==> src/rtl/pscan_pkg.sv <==
package pscan_pkg;
  typedef enum logic [1:0] {
    ST_IDLE  = 2'd0,
    ST_SCAN  = 2'd1,
    ST_SERVE = 2'd2
  } pscan_state_e;

  typedef enum logic {
    DISC_PRIO = 1'b0,
    DISC_RR   = 1'b1
  } pscan_disc_e;
endpackage

==> src/rtl/pscan_ready_extract.sv <==
module pscan_ready_extract #(
  parameter int N_DEV   = 3,
  parameter int STAT_W  = 8,
  parameter int RDY_BIT = 5
) (
  input  logic [N_DEV*STAT_W-1:0] status_i,
  output logic [N_DEV-1:0]        rdy_o
);
  genvar g;
  generate
    for (g = 0; g < N_DEV; g++) begin : g_dev
      assign rdy_o[g] = status_i[g*STAT_W + RDY_BIT];
    end
  endgenerate
endmodule

==> src/rtl/pscan_step.sv <==
module pscan_step
  import pscan_pkg::*;
#(
  parameter int N_DEV = 3,
  localparam int IW   = (N_DEV > 1) ? $clog2(N_DEV) : 1
) (
  input  logic [IW-1:0] idx_i,
  input  pscan_disc_e   disc_i,
  input  logic          serviced_i,
  input  logic          term_i,
  output logic [IW-1:0] next_idx_o,
  output logic          stop_o
);
  logic last;

  assign last = (idx_i == IW'(N_DEV - 1));

  always_comb begin
    if (serviced_i && disc_i == DISC_PRIO) begin
      // Priority: every finished service returns to the first device.
      next_idx_o = '0;
      stop_o     = term_i;
    end else begin
      // Round robin, or a device that was not ready: advance and wrap.
      next_idx_o = last ? '0 : idx_i + IW'(1);
      stop_o     = last && term_i;
    end
  end
endmodule

==> src/rtl/pscan_fsm.sv <==
module pscan_fsm
  import pscan_pkg::*;
#(
  parameter int N_DEV = 3,
  localparam int IW   = (N_DEV > 1) ? $clog2(N_DEV) : 1
) (
  input  logic             clk,
  input  logic             rst_n,
  input  logic             start_i,
  input  logic             mode_i,
  input  logic [N_DEV-1:0] rdy_i,
  input  logic             done_i,
  input  logic             term_req_i,
  input  logic [IW-1:0]    next_idx_i,
  input  logic             stop_i,
  output logic [IW-1:0]    idx_o,
  output pscan_disc_e      disc_o,
  output logic             serviced_o,
  output logic             term_o,
  output logic [N_DEV-1:0] grant_o,
  output logic             finished_o
);
  pscan_state_e     st_q;
  logic [IW-1:0]    idx_q;
  pscan_disc_e      disc_q;
  logic             term_q;
  logic [N_DEV-1:0] grant_q;
  logic             fin_q;
  logic             term_eff;

  assign term_eff   = term_q | term_req_i;
  assign idx_o      = idx_q;
  assign disc_o     = disc_q;
  assign serviced_o = (st_q == ST_SERVE);
  assign term_o     = term_eff;
  assign grant_o    = grant_q;
  assign finished_o = fin_q;

  always_ff @(posedge clk or negedge rst_n) begin
    if (!rst_n) begin
      st_q    <= ST_IDLE;
      idx_q   <= '0;
      disc_q  <= DISC_PRIO;
      term_q  <= 1'b0;
      grant_q <= '0;
      fin_q   <= 1'b0;
    end else begin
      case (st_q)
        ST_IDLE: begin
          if (start_i) begin
            st_q   <= ST_SCAN;
            idx_q  <= '0;
            disc_q <= pscan_disc_e'(mode_i);
            term_q <= 1'b0;
            fin_q  <= 1'b0;
          end
        end
        ST_SCAN: begin
          term_q <= term_eff;
          if (rdy_i[idx_q]) begin
            st_q    <= ST_SERVE;
            grant_q <= N_DEV'(1) << idx_q;
          end else if (stop_i) begin
            st_q  <= ST_IDLE;
            fin_q <= 1'b1;
          end else begin
            idx_q <= next_idx_i;
          end
        end
        ST_SERVE: begin
          term_q <= term_eff;
          if (done_i) begin
            grant_q <= '0;
            if (stop_i) begin
              st_q  <= ST_IDLE;
              fin_q <= 1'b1;
            end else begin
              st_q  <= ST_SCAN;
              idx_q <= next_idx_i;
            end
          end
        end
        default: begin
          st_q    <= ST_IDLE;
          grant_q <= '0;
        end
      endcase
    end
  end

  AST_GRANT_ONEHOT: assert property (@(posedge clk) disable iff (!rst_n)
    $onehot0(grant_q));
  AST_GRANT_HOLD: assert property (@(posedge clk) disable iff (!rst_n)
    (grant_q != '0 && !done_i) |=> (grant_q == $past(grant_q)));
  AST_GRANT_READY: assert property (@(posedge clk) disable iff (!rst_n)
    (grant_q != '0 && $past(grant_q) == '0) |-> (($past(rdy_i) & grant_q) != '0));
  AST_FIN_NO_GRANT: assert property (@(posedge clk) disable iff (!rst_n)
    fin_q |-> (grant_q == '0));
  AST_PRIO_RESTART: assert property (@(posedge clk) disable iff (!rst_n)
    (st_q == ST_SERVE && done_i && disc_q == DISC_PRIO && !term_eff)
      |=> (st_q == ST_SCAN && idx_q == '0));
  AST_MODE_STABLE: assert property (@(posedge clk) disable iff (!rst_n)
    (st_q != ST_IDLE) |=> $stable(disc_q));
endmodule

==> src/rtl/poll_sched3.sv <==
module poll_sched3
  import pscan_pkg::*;
#(
  parameter int N_DEV   = 3,
  parameter int STAT_W  = 8,
  parameter int RDY_BIT = 5,
  localparam int IW     = (N_DEV > 1) ? $clog2(N_DEV) : 1
) (
  input  logic                    clk,
  input  logic                    rst_n,
  input  logic                    start,
  input  logic                    mode,
  input  logic [N_DEV*STAT_W-1:0] dev_status,
  input  logic                    svc_done,
  input  logic                    term_req,
  output logic [N_DEV-1:0]        grant,
  output logic                    finished
);
  logic [N_DEV-1:0] rdy;
  logic [IW-1:0]    idx;
  logic [IW-1:0]    next_idx;
  logic             stop;
  logic             serviced;
  logic             term_eff;
  pscan_disc_e      disc;

  pscan_ready_extract #(.N_DEV(N_DEV), .STAT_W(STAT_W), .RDY_BIT(RDY_BIT)) u_rdy (
    .status_i (dev_status),
    .rdy_o    (rdy)
  );

  pscan_step #(.N_DEV(N_DEV)) u_step (
    .idx_i      (idx),
    .disc_i     (disc),
    .serviced_i (serviced),
    .term_i     (term_eff),
    .next_idx_o (next_idx),
    .stop_o     (stop)
  );

  pscan_fsm #(.N_DEV(N_DEV)) u_fsm (
    .clk        (clk),
    .rst_n      (rst_n),
    .start_i    (start),
    .mode_i     (mode),
    .rdy_i      (rdy),
    .done_i     (svc_done),
    .term_req_i (term_req),
    .next_idx_i (next_idx),
    .stop_i     (stop),
    .idx_o      (idx),
    .disc_o     (disc),
    .serviced_o (serviced),
    .term_o     (term_eff),
    .grant_o    (grant),
    .finished_o (finished)
  );

  AST_IDLE_AFTER_FIN: assert property (@(posedge clk) disable iff (!rst_n)
    (finished && !start) |=> finished);
endmodule

==> config.mk <==
export PLATFORM = sky130hd
export DESIGN_NAME = poll_sched3
export DESIGN_NICKNAME = d
export VERILOG_FILES = /design/src/rtl/pscan_pkg.sv /design/src/rtl/pscan_ready_extract.sv /design/src/rtl/pscan_step.sv /design/src/rtl/pscan_fsm.sv /design/src/rtl/poll_sched3.sv
export SDC_FILE = /design/constraint.sdc
export NUM_CORES = 1
export LEC_CHECK = 0
export CAP_MARGIN = 20
export CORE_MARGIN = 2
export CORE_UTILIZATION = 35
export CTS_CLUSTER_DIAMETER = 100
export DETAILED_ROUTE_END_ITERATION = 12
export HOLD_SLACK_MARGIN = 0.15
export PLACE_DENSITY = 0.71
export SYNTH_ARGS = -nofsm -noshare
export SYNTH_HDL_FRONTEND = slang
export SYNTH_HIERARCHICAL = 1
export SYNTH_SLANG_ARGS = --single-unit
export TNS_END_PERCENT = 1
==> constraint.sdc <==
create_clock -name clk -period 1.6 [get_ports clk]
set_input_delay 0.16 -clock clk [delete_from_list [all_inputs] [get_ports clk]]
set_output_delay 0.16 -clock clk [all_outputs]
set_load 0.02 [all_outputs]
* Word-level counts from Yosys, hierarchy flattened
Index checks and enable logic that the tools add are counted. W data, S select, Z words.
Storage, ports and cells: input port bits 30, flip-flop bits (word level) 10, output and inout bits 4
Operators by class: equality and inequality tests 8, $lt $le $gt $ge 1, shifts and indexed selects 1, bitwise gates (word level) 3, reductions and logical operators 11, add/subtract/negate cells 1, multiplexer cells 25
Operator list (number):
- $mux W2 | 10
- $pmux W2 S3 | 2
- $pmux W3 S3 | 1
- $mux W1 | 7
- $mux W3 | 2
- $ne A2 B2 Y1 const B | 3
- $reduce_and A3 Y1 | 2
- $eq A2 B2 Y1 const B | 2
- $reduce_and A2 Y1 | 2
- $reduce_and A4 Y1 | 1
- $lt A2 B3 Y1 const B | 1
- $ne A3 B2 Y1 const B | 1
- $pmux W1 S3 | 1
- $reduce_bool A3 Y1 | 1
- $shl A1 B2 Y3 const A | 1
- $add A2 B1 Y2 const B | 1
- $bmux W1 S2 | 1
- $eq A2 B1 Y1 const B | 1
- $logic_and A1 B1 Y1 | 2
- $logic_not A2 Y1 | 1
- $ne A2 B1 Y1 const B | 1
- $not A1 Y1 | 2
- $pmux W1 S2 | 1
- $reduce_bool A2 Y1 | 1
- 2 further kinds | 2

* Depth between registers and ports, before layout
depth after elaboration 6, mapped depth 8

* By module
The synthesis kept the hierarchy.
Modules (own cells, without submodules):
- pscan_fsm | sequential area each 250.2 µm², area each 601.8 µm², instances 1, cells each 59
- pscan_step | sequential area each 0.0 µm², area each 45.0 µm², instances 1, cells each 5
- pscan_ready_extract | sequential area each 0.0 µm², area each 22.5 µm², instances 1, cells each 3

* Worst setup path before layout
Ideal clock, no wire load.
path kind reg-to-reg, start point register u_fsm.st_q[0], end point register u_fsm.st_q[0], data arrival time 1505 ps, slack 29 ps, library setup time 66 ps, stages on the path, launching flop included 9, buffers on the path 0, cells stage by stage dfrtp_1 -> inv_1 -> ha_1 -> nor2b_4 -> o21a_1 -> nor4bb_1 -> a31oi_1 -> nor2_1 -> a22o_1
Between the ends: word-level cells in the longest chain between the ends 6
RTL lines:
- start, declared | RTL line pscan_fsm.sv:23 | pscan_state_e st_q;
- start signal, assigned | RTL line pscan_fsm.sv:41 | st_q <= ST_IDLE;
- start signal, assigned | RTL line pscan_fsm.sv:51 | st_q <= ST_SCAN;
- start signal, assigned | RTL line pscan_fsm.sv:61 | st_q <= ST_SERVE;
- $eq A2 B2 Y1 * | RTL line pscan_fsm.sv:34 | assign serviced_o = (st_q == ST_SERVE);
- named net serviced | RTL line poll_sched3.sv:23 | logic serviced;
- $logic_and A1 B1 Y1 * | RTL line pscan_step.sv:19 | if (serviced_i && disc_i == DISC_PRIO) begin
- $mux W1 * | RTL line pscan_step.sv:19
- named net stop | RTL line poll_sched3.sv:22 | logic stop;
- $mux W1 | RTL line pscan_fsm.sv:74 | if (stop_i) begin
- $mux W2 | RTL line pscan_fsm.sv:72 | if (done_i) begin
- $pmux W2 S3 | RTL line pscan_fsm.sv:48 | case (st_q)
Mark *: on every way through the listed nets, which the timed path passes. The rest lies on a longest branch. The select of a mux whose other input is x is not followed. A chain may end at the register's enable or synchronous reset.

* Worst setup path in the final report
start point register u_fsm.st_q[1], end point register u_fsm.idx_q[0], in the netlist u_fsm/idx_o[0]
Between the ends: word-level cells in the longest chain between the ends 6
RTL lines:
- $eq A2 B2 Y1 | RTL line pscan_fsm.sv:34, pscan_fsm.sv:48
- $logic_and A1 B1 Y1 | RTL line pscan_step.sv:19
- $mux W2 or $mux W1 (tied branches) | RTL line pscan_step.sv:19
- $mux W2 | RTL line pscan_fsm.sv:63, pscan_fsm.sv:74
- $mux W2 (on tied branches) | RTL line pscan_fsm.sv:72, pscan_fsm.sv:60
- $pmux W2 S3 | RTL line pscan_fsm.sv:48
- end signal, assigned | RTL line pscan_fsm.sv:67 | idx_q <= next_idx_i;
- end signal, assigned | RTL line pscan_fsm.sv:79 | idx_q <= next_idx_i;
- end, declared | RTL line pscan_fsm.sv:24 | logic [IW-1:0] idx_q;
Several ways; a longest one is shown, not always the timed one. The select of a mux whose other input is x is not followed.

==> flow_summary_export.csv <==
group,metric,value,unit
synthesis,synth-warning-count,6,
final_layout,post_route_cells_drive_above_1_share,32.97,%
timing,finalSetupTns,-3.063,ps
drt,drc_errors,0,
critical_path,critical_path_endpoint_category,"flip-flop",
hold_path,hold_path_class,"input port to asynchronous set/reset pin",
critical_path,worstPathCellList,"inv_1 > ha_2 > inv_1 > o22a_4 > and3_4 > a32o_1",
critical_path,worst_endpoint_required_time,1770,ps
synthesis,ys_ff_latch,10,
synthesis,syn-instance-count,67,
final_layout,final_nets,126,
place,gpl.final_weighted_congestion,0.8142,
timing,timing.final.ws_setup,-3.044,ps
global_route,groute.usage.overall,14.86,%
synthesis,post-synth-top-area-cell,"dfrtp_1",
die,floorplan.initialDensity,37.94,%
clocking,cts_num_sinks,10,
power,internal-power,1088,uW
clocking,h-tree-depth,1,
global_route,grt_pass1_vias,552,
critical_path,cp_max_fo,4,
place,port_bufs,12,
final_layout,stdcell_area,947.2,um2
global_route,grt_first_pass_wirelength,2.311,mm
power,power.density,1905,nW/um2
timing,setup_viol,2,
drt,total_routed_wirelength,1.501,mm
timing,clock_skew,1.116,ps
power,seqPwrFrac,24.5,%
power,static-leakage-power,0.0004151,uW
timing,timing.max_slew.rel_slack,69.25,%
final_layout,commonest_non_fill_non_tap_cells_in_the_layout,"clkdlybuf4s50_1, buf_4, dfrtp_1",
synthesis,synthesis.area_per_instance,9.991,um2
critical_path,worst_r2r_endpoint,"u_fsm/idx_o[0]$_DFFE_PN0P_",
power,p_clk_share,13.4,%
synthesis,cell_area_after_synthesis,669.4,um2
critical_path,critical-path-slowest-cell,"dfrtp_1",
global_route,grt_max_degree,11,
timing,achievable-frequency,623.8,MHz
synthesis,netlist.area_leader.share,37.38,%
clocking,clock_insertion_delay_at_the_later_pin_of_the_skew_report,280,ps
power,irDropWorstVdd,0.8799,mV
final_layout,num_antenna_cells,0,
global_route,overflow,0,
final_layout,multi_input_comb_area,404.1,um2
global_route,antenna_found_initial,0,
synthesis,ys_top_cells_by_area,"dfrtp_1, ha_1, mux2_2",
status,violations,"setup timing",
place,setup_slack_placement,-85.27,ps
clocking,cts-root-buf,"clkbuf_4",
power,power.share.combinational,62.1,%
power,swShare,39.69,%
critical_path,critPathKind,"flip-flop to flip-flop",
critical_path,longest_individual_stage_delay_on_the_worst_path,420,ps
timing,period_share,100.2,%
final_layout,layout.cells.most_common,"clkdlybuf4s50_1",
drt,total_iterations_of_the_first_detailed_routing_run,4,
final_layout,finalNonFillerCells,116,
place,number_of_placed_cells_counting_well_taps,110,
clocking,cts_tree,"done",
timing,slew_viol_final,0,
timing,fin_crit,1603,ps
critical_path,critical_path.most_common_cell,"inv_1",
job,max-cap-violations,0,
drt,final_antenna_net_count,0,
die,placementRows,15,
status,status,"complete, but fails checks",
timing,rsz0062_at_grt,"true",
power,power.total,1804,uW
drt,routedWlPerCell,12.94,um
critical_path,worstPathArrival,1770,ps
clocking,worst_case_clock_buffer_depth,2,
critical_path,critical_path.reg2reg.startpoint,"u_fsm/st_q[1]$_DFFE_PN0P_",
power,switching_power,716.0,uW
drt,routed_via_density,4.905,
clocking,path_clk_slew,70,ps
die,die-area,2278,um2
die,floorplan.die.width,47.73,um
synthesis,synth-seq-area-share,37.38,%
drt,detailroute.via_count,569,
place,postPlaceCellArea,865.8,um2
timing,final-hold-violation-count,0,
critical_path,r2r_setup_slack,-3,ps
place,hpwlAfterDp,1.111,mm
die,core,1764,um2
synthesis,synth_cell_types,29,
critical_path,worstRegToRegCells,6,
final_layout,layout_overhead_on_the_synthesized_area,41.50,%
critical_path,type_of_element_launching_the_critical_path,"flip-flop",
final_layout,final-seq-area,250.2,um2
drt,dr.first_iter.drc_count,7,
die,io-pin-count,34,
clocking,cts-hold-fix-buffers,0,
die,die_height,47.73,um
synthesis,synth.net_count,101,
final_layout,nFillCells,176,
timing,worst_pin_slew,459.8,ps
clocking,cts_made_buffers,3,
## per-stage QoR
step | hold WS [ps] | util (%)
floorplan | -135.6 | -
global placement | 489.2 | 49.08
detailed placement | 495.0 | 49.08
CTS | 212.9 | 52.13
global route | 251.1 | 53.69
finish | 195.4 | 53.69
## worst max path at each step
stage                              startpoint                    endpoint  cells after the start
finish              u_fsm/st_q[1]$_DFFE_PN0P_  u_fsm/idx_o[0]$_DFFE_PN0P_                      6
global route        u_fsm/st_q[1]$_DFFE_PN0P_   u_fsm/st_q[0]$_DFFE_PN0P_                      7
CTS                 u_fsm/st_q[1]$_DFFE_PN0P_   u_fsm/st_q[0]$_DFFE_PN0P_                      7
detailed placement                   term_req   u_fsm/st_q[0]$_DFFE_PN0P_                      7
global placement                     term_req   u_fsm/st_q[0]$_DFFE_PN0P_                      7
floorplan           u_fsm/st_q[0]$_DFFE_PN0P_   u_fsm/st_q[0]$_DFFE_PN0P_                      8
## cell type report
type,instances,share of cell area (%)
Clock buffer,4,3.831
Inverter,6,2.378
Multi-Input combinational cell,48,42.67
Sequential cell,10,26.42
Tap cell,25,3.303
Timing Repair Buffer,23,21.40
## flip-flops by register name, indices dropped and copies added, names as in the netlist
| signal | flops |
|---|---|
| u_fsm/grant_o | 3 |
| u_fsm/finished_o | 1 |
| u_fsm/term_q | 1 |
| u_fsm/idx_o | 2 |
| u_fsm/st_q | 2 |
| u_fsm/disc_o | 1 |
## power by group through the flow
| stage | clock network, uW | logic [uW] | registers (uW) |
|---|---|---|---|
| finish | 242 | 1120 | 442 |
| global route | 254 | 1230 | 457 |
| detailed placement | 0 | 1030 | 446 |
| global placement | 0 | 1000 | 442 |
| floorplan | 0 | 608 | 491 |
| CTS | 246 | 1070 | 441 |
## logic make-up after synthesis
kind of cell               after synthesis  synth area share [%]
buffers and inverters                    9                 6.728
and+or+nand+nor                         24                 21.87
adders and majority gates                4                 7.477
AOI/OAI and AO/OA                       15                 18.51
muxes                                    5                 8.037
DFF                                     10                 37.38
## critical path: cells and delay by family, from the launching register on
kind | cells | cell delay [ps]
AO/OA/AOI/OAI | 2 | 520
adder cells (fa/ha/maj) | 1 | 200
buffers and inverters | 2 | 170
flip-flops | 1 | 420
AND/OR/NAND/NOR | 1 | 190
## Yosys cell counts, drive strengths merged
master   count
o2bb2ai      1
a32o         2
and3         1
inv          6
or2          1
nand2        4
nor4bb       1
nor2         7
nand2b       2
ha           4
a21oi        3
mux2i        2
o21a         1
a41oi        1
buf          3
o22a         1
dfrtp       10
mux2         3
nor2b        4
a31oi        1
o2111ai      2
nor3         1
o21ai        2
nand3b       1
nor3b        2
a22o         1
## per-layer routing
layer / share of wire, % / vias to the layer above / global-route usage [%]
met5: 0 / - / 0
met4: 1.9 / 0 / 8.108
met3: 4.7 / 4 / 2.264
met2: 52 / 11 / 23.73
met1: 41 / 269 / 19.12
li1: - / 285 / -
## timing repair
action                                 CTS  global route
setup endpoints to repair                3             9
setup buffers                            2             0
endpoints found under the hold margin    0             0
gates cloned                             0             0
gates resized for setup                  2             5
pin swaps                                2             2
Power figures use the tool's default switching activity.
